**config.mk**
```make
export PLATFORM = sky130hd
export DESIGN_NAME = adc_seq_top
export DESIGN_NICKNAME = d
export VERILOG_FILES = /design/src/rtl/adc_seq_pkg.sv /design/src/rtl/adc_seq_regs.sv /design/src/rtl/adc_seq_step.sv /design/src/rtl/adc_seq_top.sv
export SDC_FILE = /design/constraint.sdc
export NUM_CORES = 1
export LEC_CHECK = 0
export BUFFER_PORTS_ARGS = -buffer_cell sky130_fd_sc_hd__buf_2
export CAP_MARGIN = 10
export CELL_PAD_IN_SITES_DETAIL_PLACEMENT = 0
export CELL_PAD_IN_SITES_GLOBAL_PLACEMENT = 1
export CORE_UTILIZATION = 39
export CTS_CLUSTER_SIZE = 12
export DETAILED_ROUTE_END_ITERATION = 16
export GPL_ROUTABILITY_DRIVEN = 1
export GPL_TIMING_DRIVEN = 0
export PLACE_DENSITY = 0.84
export SETUP_SLACK_MARGIN = 0.02
export SYNTH_ARGS = -nofsm -noshare
export SYNTH_HDL_FRONTEND = slang
export SYNTH_HIERARCHICAL = 1
export SYNTH_SLANG_ARGS = --single-unit
```
**constraint.sdc**
```tcl
create_clock -name clk -period 2.89 [get_ports clk]
set_input_delay 0.1445 -clock clk [delete_from_list [all_inputs] [get_ports clk]]
set_output_delay 0.1445 -clock clk [all_outputs]
set_load 0.05 [all_outputs]
```
**src/rtl/adc_seq_pkg.sv**
```systemverilog
`timescale 1ns/1ps
package adc_seq_pkg;

  typedef enum logic [1:0] {ST_IDLE, ST_LAUNCH, ST_WAIT} step_state_t;

  localparam logic [2:0] A_CTRL   = 3'd0;
  localparam logic [2:0] A_MODE   = 3'd1;
  localparam logic [2:0] A_FIRST  = 3'd2;
  localparam logic [2:0] A_LAST   = 3'd3;
  localparam logic [2:0] A_STAT   = 3'd4;
  localparam logic [2:0] A_RESULT = 3'd5;

  // next channel in the scan, wrapping at the channel count
  function automatic int unsigned ch_step(int unsigned ch, int unsigned n);
    return (ch + 1 >= n) ? 0 : ch + 1;
  endfunction

  // interrupt request from the two flag/enable pairs
  function automatic logic irq_of(logic done_f, logic done_ie, logic ovf_f, logic ovf_ie);
    return (done_f & done_ie) | (ovf_f & ovf_ie);
  endfunction

endpackage

```
**src/rtl/adc_seq_regs.sv**
```systemverilog
`timescale 1ns/1ps
module adc_seq_regs
  import adc_seq_pkg::*;
#(
  parameter int NUM_CH = 8,
  parameter int DATA_W = 10,
  parameter int BUS_W  = 16,
  localparam int CH_W  = $clog2(NUM_CH)
) (
  input  logic              clk,
  input  logic              rst_n,
  input  logic              bus_wr,
  input  logic              bus_rd,
  input  logic [2:0]        bus_addr,
  input  logic [BUS_W-1:0]  bus_wdata,
  output logic [BUS_W-1:0]  bus_rdata,
  input  logic              busy,
  input  logic              conv_fin,
  input  logic [DATA_W-1:0] conv_result,
  output logic              en,
  output logic              cont,
  output logic [CH_W-1:0]   first_ch,
  output logic [CH_W-1:0]   last_ch,
  output logic              sw_start,
  output logic              sw_stop,
  output logic              irq
);

  logic done_ie, ovf_ie, done_f, ovf_f, unread_q;
  logic [DATA_W-1:0] result_q;

  wire wr_ctrl   = bus_wr && (bus_addr == A_CTRL);
  wire wr_mode   = bus_wr && (bus_addr == A_MODE);
  wire wr_first  = bus_wr && (bus_addr == A_FIRST);
  wire wr_last   = bus_wr && (bus_addr == A_LAST);
  wire wr_stat   = bus_wr && (bus_addr == A_STAT);
  wire rd_result = bus_rd && (bus_addr == A_RESULT);
  wire overrun   = conv_fin && unread_q && !rd_result;

  assign sw_start = wr_ctrl && bus_wdata[0] && bus_wdata[1] && en;
  assign sw_stop  = wr_ctrl && !bus_wdata[1];

  always_ff @(posedge clk) begin
    if (!rst_n) begin
      en <= 1'b0; done_ie <= 1'b0; ovf_ie <= 1'b0;
      cont <= 1'b0; first_ch <= '0; last_ch <= '0;
      done_f <= 1'b0; ovf_f <= 1'b0; unread_q <= 1'b0; result_q <= '0;
    end else begin
      if (wr_ctrl) begin
        en      <= bus_wdata[0];
        done_ie <= bus_wdata[4];
        ovf_ie  <= bus_wdata[5];
      end
      if (!en) begin
        if (wr_mode)  cont     <= bus_wdata[0];
        if (wr_first) first_ch <= bus_wdata[CH_W-1:0];
        if (wr_last)  last_ch  <= bus_wdata[CH_W-1:0];
      end
      done_f   <= conv_fin | (done_f & !(wr_stat && bus_wdata[0]));
      ovf_f    <= overrun  | (ovf_f  & !(wr_stat && bus_wdata[1]));
      unread_q <= conv_fin | (unread_q & !rd_result);
      if (conv_fin) result_q <= conv_result;
    end
  end

  always_comb begin
    bus_rdata = '0;
    case (bus_addr)
      A_CTRL:   bus_rdata = BUS_W'({ovf_ie, done_ie, 2'b00, busy & en, en});
      A_MODE:   bus_rdata = BUS_W'(cont);
      A_FIRST:  bus_rdata = BUS_W'(first_ch);
      A_LAST:   bus_rdata = BUS_W'(last_ch);
      A_STAT:   bus_rdata = BUS_W'({ovf_f, done_f});
      A_RESULT: bus_rdata = BUS_W'(result_q);
      default:  bus_rdata = '0;
    endcase
  end

  assign irq = irq_of(done_f, done_ie, ovf_f, ovf_ie);

  // configuration frozen across any edge where the block was enabled
  p_cfg_locked_r10: assert property (@(posedge clk) disable iff (!rst_n)
    $past(en) |-> ($stable(first_ch) && $stable(last_ch) && $stable(cont)));

  // each completion raises the flag
  p_done_on_fin_r7: assert property (@(posedge clk) disable iff (!rst_n)
    conv_fin |=> done_f);

  // write-one-to-clear without a competing completion
  p_done_w1c_r7: assert property (@(posedge clk) disable iff (!rst_n)
    (wr_stat && bus_wdata[0] && !conv_fin) |=> !done_f);

  // storing over an unread sample raises the overrun flag
  p_ovf_on_overrun_r8: assert property (@(posedge clk) disable iff (!rst_n)
    (conv_fin && unread_q && !rd_result) |=> ovf_f);

endmodule

```
**src/rtl/adc_seq_step.sv**
```systemverilog
`timescale 1ns/1ps
module adc_seq_step
  import adc_seq_pkg::*;
#(
  parameter int NUM_CH = 8,
  localparam int CH_W  = $clog2(NUM_CH)
) (
  input  logic            clk,
  input  logic            rst_n,
  input  logic            en,
  input  logic            cont,
  input  logic [CH_W-1:0] first_ch,
  input  logic [CH_W-1:0] last_ch,
  input  logic            sw_start,
  input  logic            sw_stop,
  input  logic            hw_trig,
  input  logic            conv_done,
  output logic            busy,
  output logic            conv_start,
  output logic [CH_W-1:0] conv_ch,
  output logic            conv_fin
);

  step_state_t st_q;
  logic [CH_W-1:0] ch_q;

  wire is_last     = (ch_q == last_ch);
  wire trig_accept = en && (st_q == ST_IDLE) && (sw_start || hw_trig);
  wire scan_end    = conv_fin && is_last && !cont;
  wire [CH_W-1:0] ch_next = CH_W'(ch_step(int'(unsigned'(ch_q)), NUM_CH));

  assign conv_fin   = (st_q == ST_WAIT) && conv_done;
  assign busy       = (st_q != ST_IDLE);
  assign conv_start = (st_q == ST_LAUNCH);
  assign conv_ch    = ch_q;

  always_ff @(posedge clk) begin
    if (!rst_n) begin
      st_q <= ST_IDLE;
      ch_q <= '0;
    end else if (!en || sw_stop) begin
      st_q <= ST_IDLE;
    end else begin
      case (st_q)
        ST_IDLE: if (trig_accept) begin
          st_q <= ST_LAUNCH;
          ch_q <= first_ch;
        end
        ST_LAUNCH: st_q <= ST_WAIT;
        ST_WAIT: if (conv_done) begin
          if (!is_last) begin
            ch_q <= ch_next;
            st_q <= ST_LAUNCH;
          end else if (cont) begin
            ch_q <= first_ch;
            st_q <= ST_LAUNCH;
          end else begin
            st_q <= ST_IDLE;
          end
        end
        default: st_q <= ST_IDLE;
      endcase
    end
  end

  // a start strobe lasts one cycle
  p_launch_single_r5: assert property (@(posedge clk) disable iff (!rst_n)
    conv_start |=> !conv_start);

  // one-shot scan halts after the last channel
  p_oneshot_halt_r5: assert property (@(posedge clk) disable iff (!rst_n)
    (scan_end && en && !sw_stop) |=> !busy);

  // continuous scan relaunches on the first channel
  p_cont_wrap_r6: assert property (@(posedge clk) disable iff (!rst_n)
    (conv_fin && is_last && cont && en && !sw_stop) |=> (conv_start && conv_ch == $past(first_ch)));

  // disabled for two samples means no scan in progress
  p_off_idle_r2: assert property (@(posedge clk) disable iff (!rst_n)
    (!en && $past(!en)) |-> !busy);

  // a pending conversion keeps its channel whatever triggers arrive
  p_no_retrigger_r11: assert property (@(posedge clk) disable iff (!rst_n)
    ((st_q == ST_WAIT) && !conv_done && en && !sw_stop) |=> $stable(conv_ch));

endmodule

```
**src/rtl/adc_seq_top.sv**
```systemverilog
`timescale 1ns/1ps
module adc_seq_top
  import adc_seq_pkg::*;
#(
  parameter int NUM_CH = 8,
  parameter int DATA_W = 10,
  parameter int BUS_W  = 16,
  localparam int CH_W  = $clog2(NUM_CH)
) (
  input  logic              clk,
  input  logic              rst_n,
  input  logic              bus_wr,
  input  logic              bus_rd,
  input  logic [2:0]        bus_addr,
  input  logic [BUS_W-1:0]  bus_wdata,
  output logic [BUS_W-1:0]  bus_rdata,
  input  logic              hw_trig,
  output logic              conv_start,
  output logic [CH_W-1:0]   conv_ch,
  input  logic              conv_done,
  input  logic [DATA_W-1:0] conv_data,
  output logic              irq
);

  logic en, cont, sw_start, sw_stop, busy, conv_fin;
  logic [CH_W-1:0] first_ch, last_ch;

  adc_seq_regs #(.NUM_CH(NUM_CH), .DATA_W(DATA_W), .BUS_W(BUS_W)) regs_i (
    .clk(clk), .rst_n(rst_n),
    .bus_wr(bus_wr), .bus_rd(bus_rd), .bus_addr(bus_addr),
    .bus_wdata(bus_wdata), .bus_rdata(bus_rdata),
    .busy(busy), .conv_fin(conv_fin), .conv_result(conv_data),
    .en(en), .cont(cont), .first_ch(first_ch), .last_ch(last_ch),
    .sw_start(sw_start), .sw_stop(sw_stop), .irq(irq)
  );

  adc_seq_step #(.NUM_CH(NUM_CH)) step_i (
    .clk(clk), .rst_n(rst_n),
    .en(en), .cont(cont), .first_ch(first_ch), .last_ch(last_ch),
    .sw_start(sw_start), .sw_stop(sw_stop), .hw_trig(hw_trig),
    .conv_done(conv_done), .busy(busy), .conv_start(conv_start),
    .conv_ch(conv_ch), .conv_fin(conv_fin)
  );

  // request never raised with both sources disabled in the register
  p_irq_needs_enable_r9: assert property (@(posedge clk) disable iff (!rst_n)
    (bus_rdata[5:4] == 2'b00 && bus_addr == A_CTRL) |-> !irq);

endmodule

```
# Word level (Yosys, flattened, before mapping)
# Index checks and enable logic that the tools add are counted.
# W data, S select, Z words.
[totals]
regBits = 28
latch_bits = 0
ram_bits = 0
rom_bits = 0
inputBits = 35
out_inout_bits = 21
elab_cells = 84
memories = 0
[classes]
add_sub_neg = 1
mul = 0
div_mod_pow = 0
n_lt_le_gt_ge = 1
n_eq_ne = 11
n_shift = 0
muxes = 12
n_bitwise = 13
reduce_logical = 34
[op_table]
columns = ["operator", "count"]
rows = [
  ["$pmux W10 S6", 1],
  ["$logic_and A1 B1 Y1", 17],
  ["$mux W3", 5],
  ["$reduce_and A2 Y1", 4],
  ["$and A1 B1 Y1", 6],
  ["$eq A3 B2 Y1 const B", 2],
  ["$eq A3 B3 Y1 const B", 2],
  ["$mux W2", 3],
  ["$pmux W2 S3", 1],
  ["$pmux W3 S2", 1],
  ["$logic_not A1 Y1", 5],
  ["$reduce_and A5 Y1", 1],
  ["$add A3 B1 Y4 const B", 1],
  ["$ge A4 B4 Y1 const B", 1],
  ["$or A1 B1 Y1", 4],
  ["$reduce_bool A2 Y1", 2],
  ["$eq A3 B1 Y1 const B", 1],
  ["$eq A3 B3 Y1", 1],
  ["$logic_not A3 Y1", 1],
  ["$ne A3 B3 Y1 const B", 1],
  ["$not A1 Y1", 3],
  ["$eq A2 B1 Y1 const B", 1],
  ["$eq A2 B2 Y1 const B", 1],
  ["$logic_not A2 Y1", 1],
  ["5 further kinds", 6],
]

# Longest topological paths before layout
[logic_depth]
depth_word = 9
mapped_depth = 6
depth_no_buf = 6

# Hierarchy
# The synthesis kept the hierarchy.
[modules_own_cells]
columns = ["mod", "instances", "cells_each", "area_each_um2", "seq_area_each_um2"]
rows = [
  ["adc_seq_regs", 1, 127, 1217.4, 460.4],
  ["adc_seq_step", 1, 45, 410.4, 100.1],
]

# Worst setup path after synthesis
# No wires, ideal clock.
[synth_path]
kind = "input to output"
start = "input bus_addr[2]"
end = "output bus_rdata[2]"
t_arrival_ns = 1.575
required_time_ns = 2.746
path_slack_ns = 1.170
path_stages = 3
path_buffers = 1
cell_sequence = "buf_4 -> nand2b_1 -> o21ai_0"
[synth_between]
elab_chain_len = 2
word_cells_on_any_way = 7
cone_classes = "eq/ne (5); mux (1); reduce/logical (1)"
[synth_lines]
columns = ["item", "line", "text"]
rows = [
  ["from (decl)", "adc_seq_top.sv:14", "input logic [2:0] bus_addr,"],
  ["$eq A3 B3 Y1, or another cell as far along", "adc_seq_regs.sv:68", "case (bus_addr)"],
  ["$pmux W10 S6 (*)", "adc_seq_regs.sv:68", ""],
  ["to (decl)", "adc_seq_top.sv:16", "output logic [BUS_W-1:0] bus_rdata,"],
]
# Every way passes the cells marked *; elsewhere a longest branch is shown, timed or not.

# Worst setup path after layout
[layout_path]
start = "register regs_i.en"
end = "register step_i.ch_q[1] (netlist: step_i/conv_ch[1])"
[layout_between]
elab_chain_len = 5
word_cells_on_any_way = 9
cone_classes = "eq/ne (1); bitwise (1); reduce/logical (7)"
[layout_lines]
columns = ["item", "line", "text"]
rows = [
  ["from (decl)", "adc_seq_regs.sv:20", "output logic en,"],
  ["from (signal assigned)", "adc_seq_regs.sv:50", "en <= bus_wdata[0];"],
  ["$logic_and A1 B1 Y1", "adc_seq_regs.sv:40", "assign sw_start = wr_ctrl && bus_wdata[0] && bus_wdata[1] && en;"],
  ["named net sw_start", "adc_seq_top.sv:25", "logic en, cont, sw_start, sw_stop, busy, conv_fin;"],
  ["$logic_or A1 B1 Y1", "adc_seq_step.sv:28", "wire trig_accept = en && (st_q == ST_IDLE) && (sw_start || hw_trig);"],
  ["$logic_and A1 B1 Y1", "adc_seq_step.sv:28", ""],
  ["$ne A2 B1 Y1 (no line)", "n/a", ""],
  ["$reduce_and A5 Y1 (no line)", "n/a", ""],
  ["to (signal assigned)", "adc_seq_step.sv:47", "ch_q <= first_ch;"],
  ["to (signal assigned)", "adc_seq_step.sv:52", "ch_q <= ch_next;"],
  ["to (signal assigned)", "adc_seq_step.sv:55", "ch_q <= first_ch;"],
  ["to (decl)", "adc_seq_step.sv:25", "logic [CH_W-1:0] ch_q;"],
]
# The timed path passes the listed nets, and every way through them passes these cells.
# A chain may end at the register's enable or synchronous reset.

==> out/summary.txt <==
status = finished, final reports clean
Synth Area in Compound Gates = 14.45%
r2r endpoint = step_i/conv_ch[1]$_SDFFE_PN0P_
final core utilization = 49.26%
Fmax achieved = 544.0 MHz
Tcrit/Tclk final = 63.60%
routed vias = 1300
Hold WC Path Type = input pin to flop
skew final = 0.01058 ns
asr flop ratio synth = 0%
# DRC = 0
Post-Synth XOR/XNOR Area = 1.614%
largest net degree at the start of global routing = 17
wirelength, routed = 3381 um
Post-synth EDFFs = 0
clk sink count = 28
shortest period the worst path allows = 1.838 ns
Core Area = 4000 um^2
pwr/cell area = 405.9 nW/um^2
GRT overflow = 0
Die Y = 66.61 um
IO Count = 56
cell area after layout = 1971 um^2
1st-iter DRT viols = 31
DP Area = 1899 um^2
met3 WL post-DR = 155 um
Post-CTS Resized = 0
total CTS buffers = 3
vias in the first global route = 1203
Nets = 256
final hold violation count = 0
clk slew on worst S/H paths = 0.10 ns
Final ANT Viol Nets = 0
Leak = 0.8051 nW
Ys Warns = 6
TNS Setup = 0 ns
Cell Rows = 23
Post-Synth Simple-Gate Area = 26.59%
commonest non-fill, non-tap cell in the layout = buf_2
Setup Fix Bufs, Post-CTS = 0
P&R area growth vs syn = 21.06%
post-DP HPWL = 2615 um
commonest cells after routing, fill and taps aside = buf_2, dfxtp_1, mux2i_1
Initial Utilization = 40.69%
Pre-antenna DRT Iters = 6
max_cap viols = 0
Post-Synth Adder-Cell Area = 0.7686%
Avg Cell Area, Syn = 9.464 um^2
Top Layer Used = met4
RSZ-0062 raised after global routing = no
share of cells above drive strength 1 = 31.05%
Int Pwr = 0.6110 mW
critical path required time = 3.09 ns
WL met2 = 1523 um
crit-path max FO = 10
post-synthesis instance total = 172
number of diodes = 0
M1 wire length = 1661 um
clock power share = 38.7%
Final Wtd Congestion = 0.7395
total global-route track usage = 16.11%
Logic pwr share = 12.3%
Hold Crit Depth = 2
Cell Area, Synth = 1628 um^2
CTS tree = built
Buffers on Ports = 38
# hold bufs at CTS = 0
Crit Path Category = flop to flop
Max IR drop VDD = 221.6 uV
H-tree depth = 1
Root Buffer = clkbuf_8
Switching Fraction = 23.61%
Reg2Reg Depth = 5
count of cell types in the netlist = 49
Vias/cell = 4.833
routed length per instance = 12.57 um
ys flop type = dfxtp_1
main combinational cell family by area after synthesis = simple AND/OR/NAND/NOR gates
Psw = 0.1889 mW
CP startpoint kind = flop
die footprint = 4436 um^2
Tot Pwr = 0.7999 mW
Pins Over Slew Limit = 0
first-pass GRT wire length = 5499 um
mux contribution to synthesized area = 14.76%
FF-to-FF Start = regs_i/en$_SDFFE_PN0P_
#FFs+latches synth = 28
reg2reg setup slack = 1.05 ns
worst hold path startpoint = bus_wdata[0]
CTS Buffer Depth = 2
register area share after synthesis = 34.44%
worst skew pair latency = 0.28 ns
Finish-stage setup viols = 0
crit end category = flop
die width = 66.61 um
antenna violations before repair = 0
sequential share of power = 49.0%
Critical Path AT = 2.04 ns
WHS Endpoint = regs_i/done_f$_SDFF_PN0_
## power by group through the flow
stage / Clock (mW) / Combinational (mW) / Sequential, mW
after floorplan: 0 / 0.0666 / 0.400
after global placement: 0 / 0.0981 / 0.401
after detailed placement: 0 / 0.0979 / 0.401
after CTS: 0.320 / 0.0982 / 0.392
after global routing: 0.338 / 0.105 / 0.393
final: 0.310 / 0.0982 / 0.392
## worst max path at each step
stage,startpoint,endpoint,slack [ns],cells past startpoint
2_1_floorplan,bus_addr[2],bus_rdata[2],1.17,3
4_1_cts,regs_i/en$_SDFFE_PN0P_,step_i/conv_ch[1]$_SDFFE_PN0P_,1.06,5
3_3_place_gp,bus_addr[1],step_i/conv_ch[2]$_SDFFE_PN0P_,0.84,7
3_5_place_dp,bus_addr[1],step_i/conv_ch[1]$_SDFFE_PN0P_,0.80,7
6_report,regs_i/en$_SDFFE_PN0P_,step_i/conv_ch[1]$_SDFFE_PN0P_,1.05,5
5_1_grt,regs_i/en$_SDFFE_PN0P_,step_i/conv_ch[2]$_SDFFE_PN0P_,0.97,5
## per-layer routing
metal | vias up | track usage (%)
met5 | - | 0
met4 | 0 | 6.649
met3 | 4 | 2.740
met2 | 29 | 25.13
met1 | 583 | 21.64
li1 | 684 | -
## registers in the layout, summed over array words and instances, names as in the netlist
| signal | count |
|---|---|
| regs_i/cont | 1 |
| regs_i/done_f | 1 |
| regs_i/done_ie | 1 |
| regs_i/en | 1 |
| regs_i/first_ch | 3 |
| regs_i/last_ch | 3 |
| regs_i/ovf_f | 1 |
| regs_i/ovf_ie | 1 |
| regs_i/result_q | 10 |
| regs_i/unread_q | 1 |
| step_i/conv_ch | 3 |
| step_i/st_q | 2 |
## worst max-delay path, cell delays in order, from the launching register on
cell and delay (ns):
dfxtp_1 0.52, and4_1 0.25, o21ai_1 0.09, a2111oi_4 0.52, a21oi_1 0.15, a211oi_2 0.23
## cells in the mapped netlist (3+ instances only)
cell type  instances  area (um^2)
a21oi_1            4        20.02
a31oi_1            3        18.77
and2_1             5        31.28
buf_2              3        15.01
buf_4              8        60.06
clkbuf_1           3        11.26
dfxtp_1           28        560.5
inv_1              8        30.03
mux2i_1           24        240.2
nand2_1           15        56.30
nand2b_1           4        25.02
nand3_1            3        15.01
nand3b_1           3        22.52
nor2_1             5        18.77
nor2b_1           16        100.1
o21a_1             3        22.52
o21ai_0            3        15.01
xnor2_1            3        26.28
## logic make-up after synthesis
| kind of cell | Yosys count |
|---|---|
| buffers and inverters | 22 |
| and+or+nand+nor | 66 |
| AOI/OAI and AO/OA | 27 |
| xor gates and xnor gates | 3 |
| adders and majority gates | 1 |
| muxes | 24 |
| other | 1 |
| DFF | 28 |
## through the flow
| stage | setup WS, ns | std cells | hold slack [ns] |
|---|---|---|---|
| after floorplan | 1.170 | 177 | 0.2526 |
| after global placement | 0.8434 | 265 | 0.3979 |
| after detailed placement | 0.8037 | 265 | 0.4001 |
| after CTS | 1.062 | 269 | 0.1038 |
| after global routing | 0.9730 | 269 | 0.1059 |
| final | 1.052 | 269 | 0.1190 |
## layout make-up
type / count / area (um^2)
clock buffer: 3 / 41.29
inverter: 8 / 30.03
clock inverter: 1 / 30.03
fill: 411 / 2029
sequential: 28 / 560.5
buffer: 14 / 86.33
multi-input combinational: 127 / 969.7
timing repair buffer: 38 / 190.2
tap: 50 / 62.56
No activity file was read; power rests on OpenSTA's default activity.
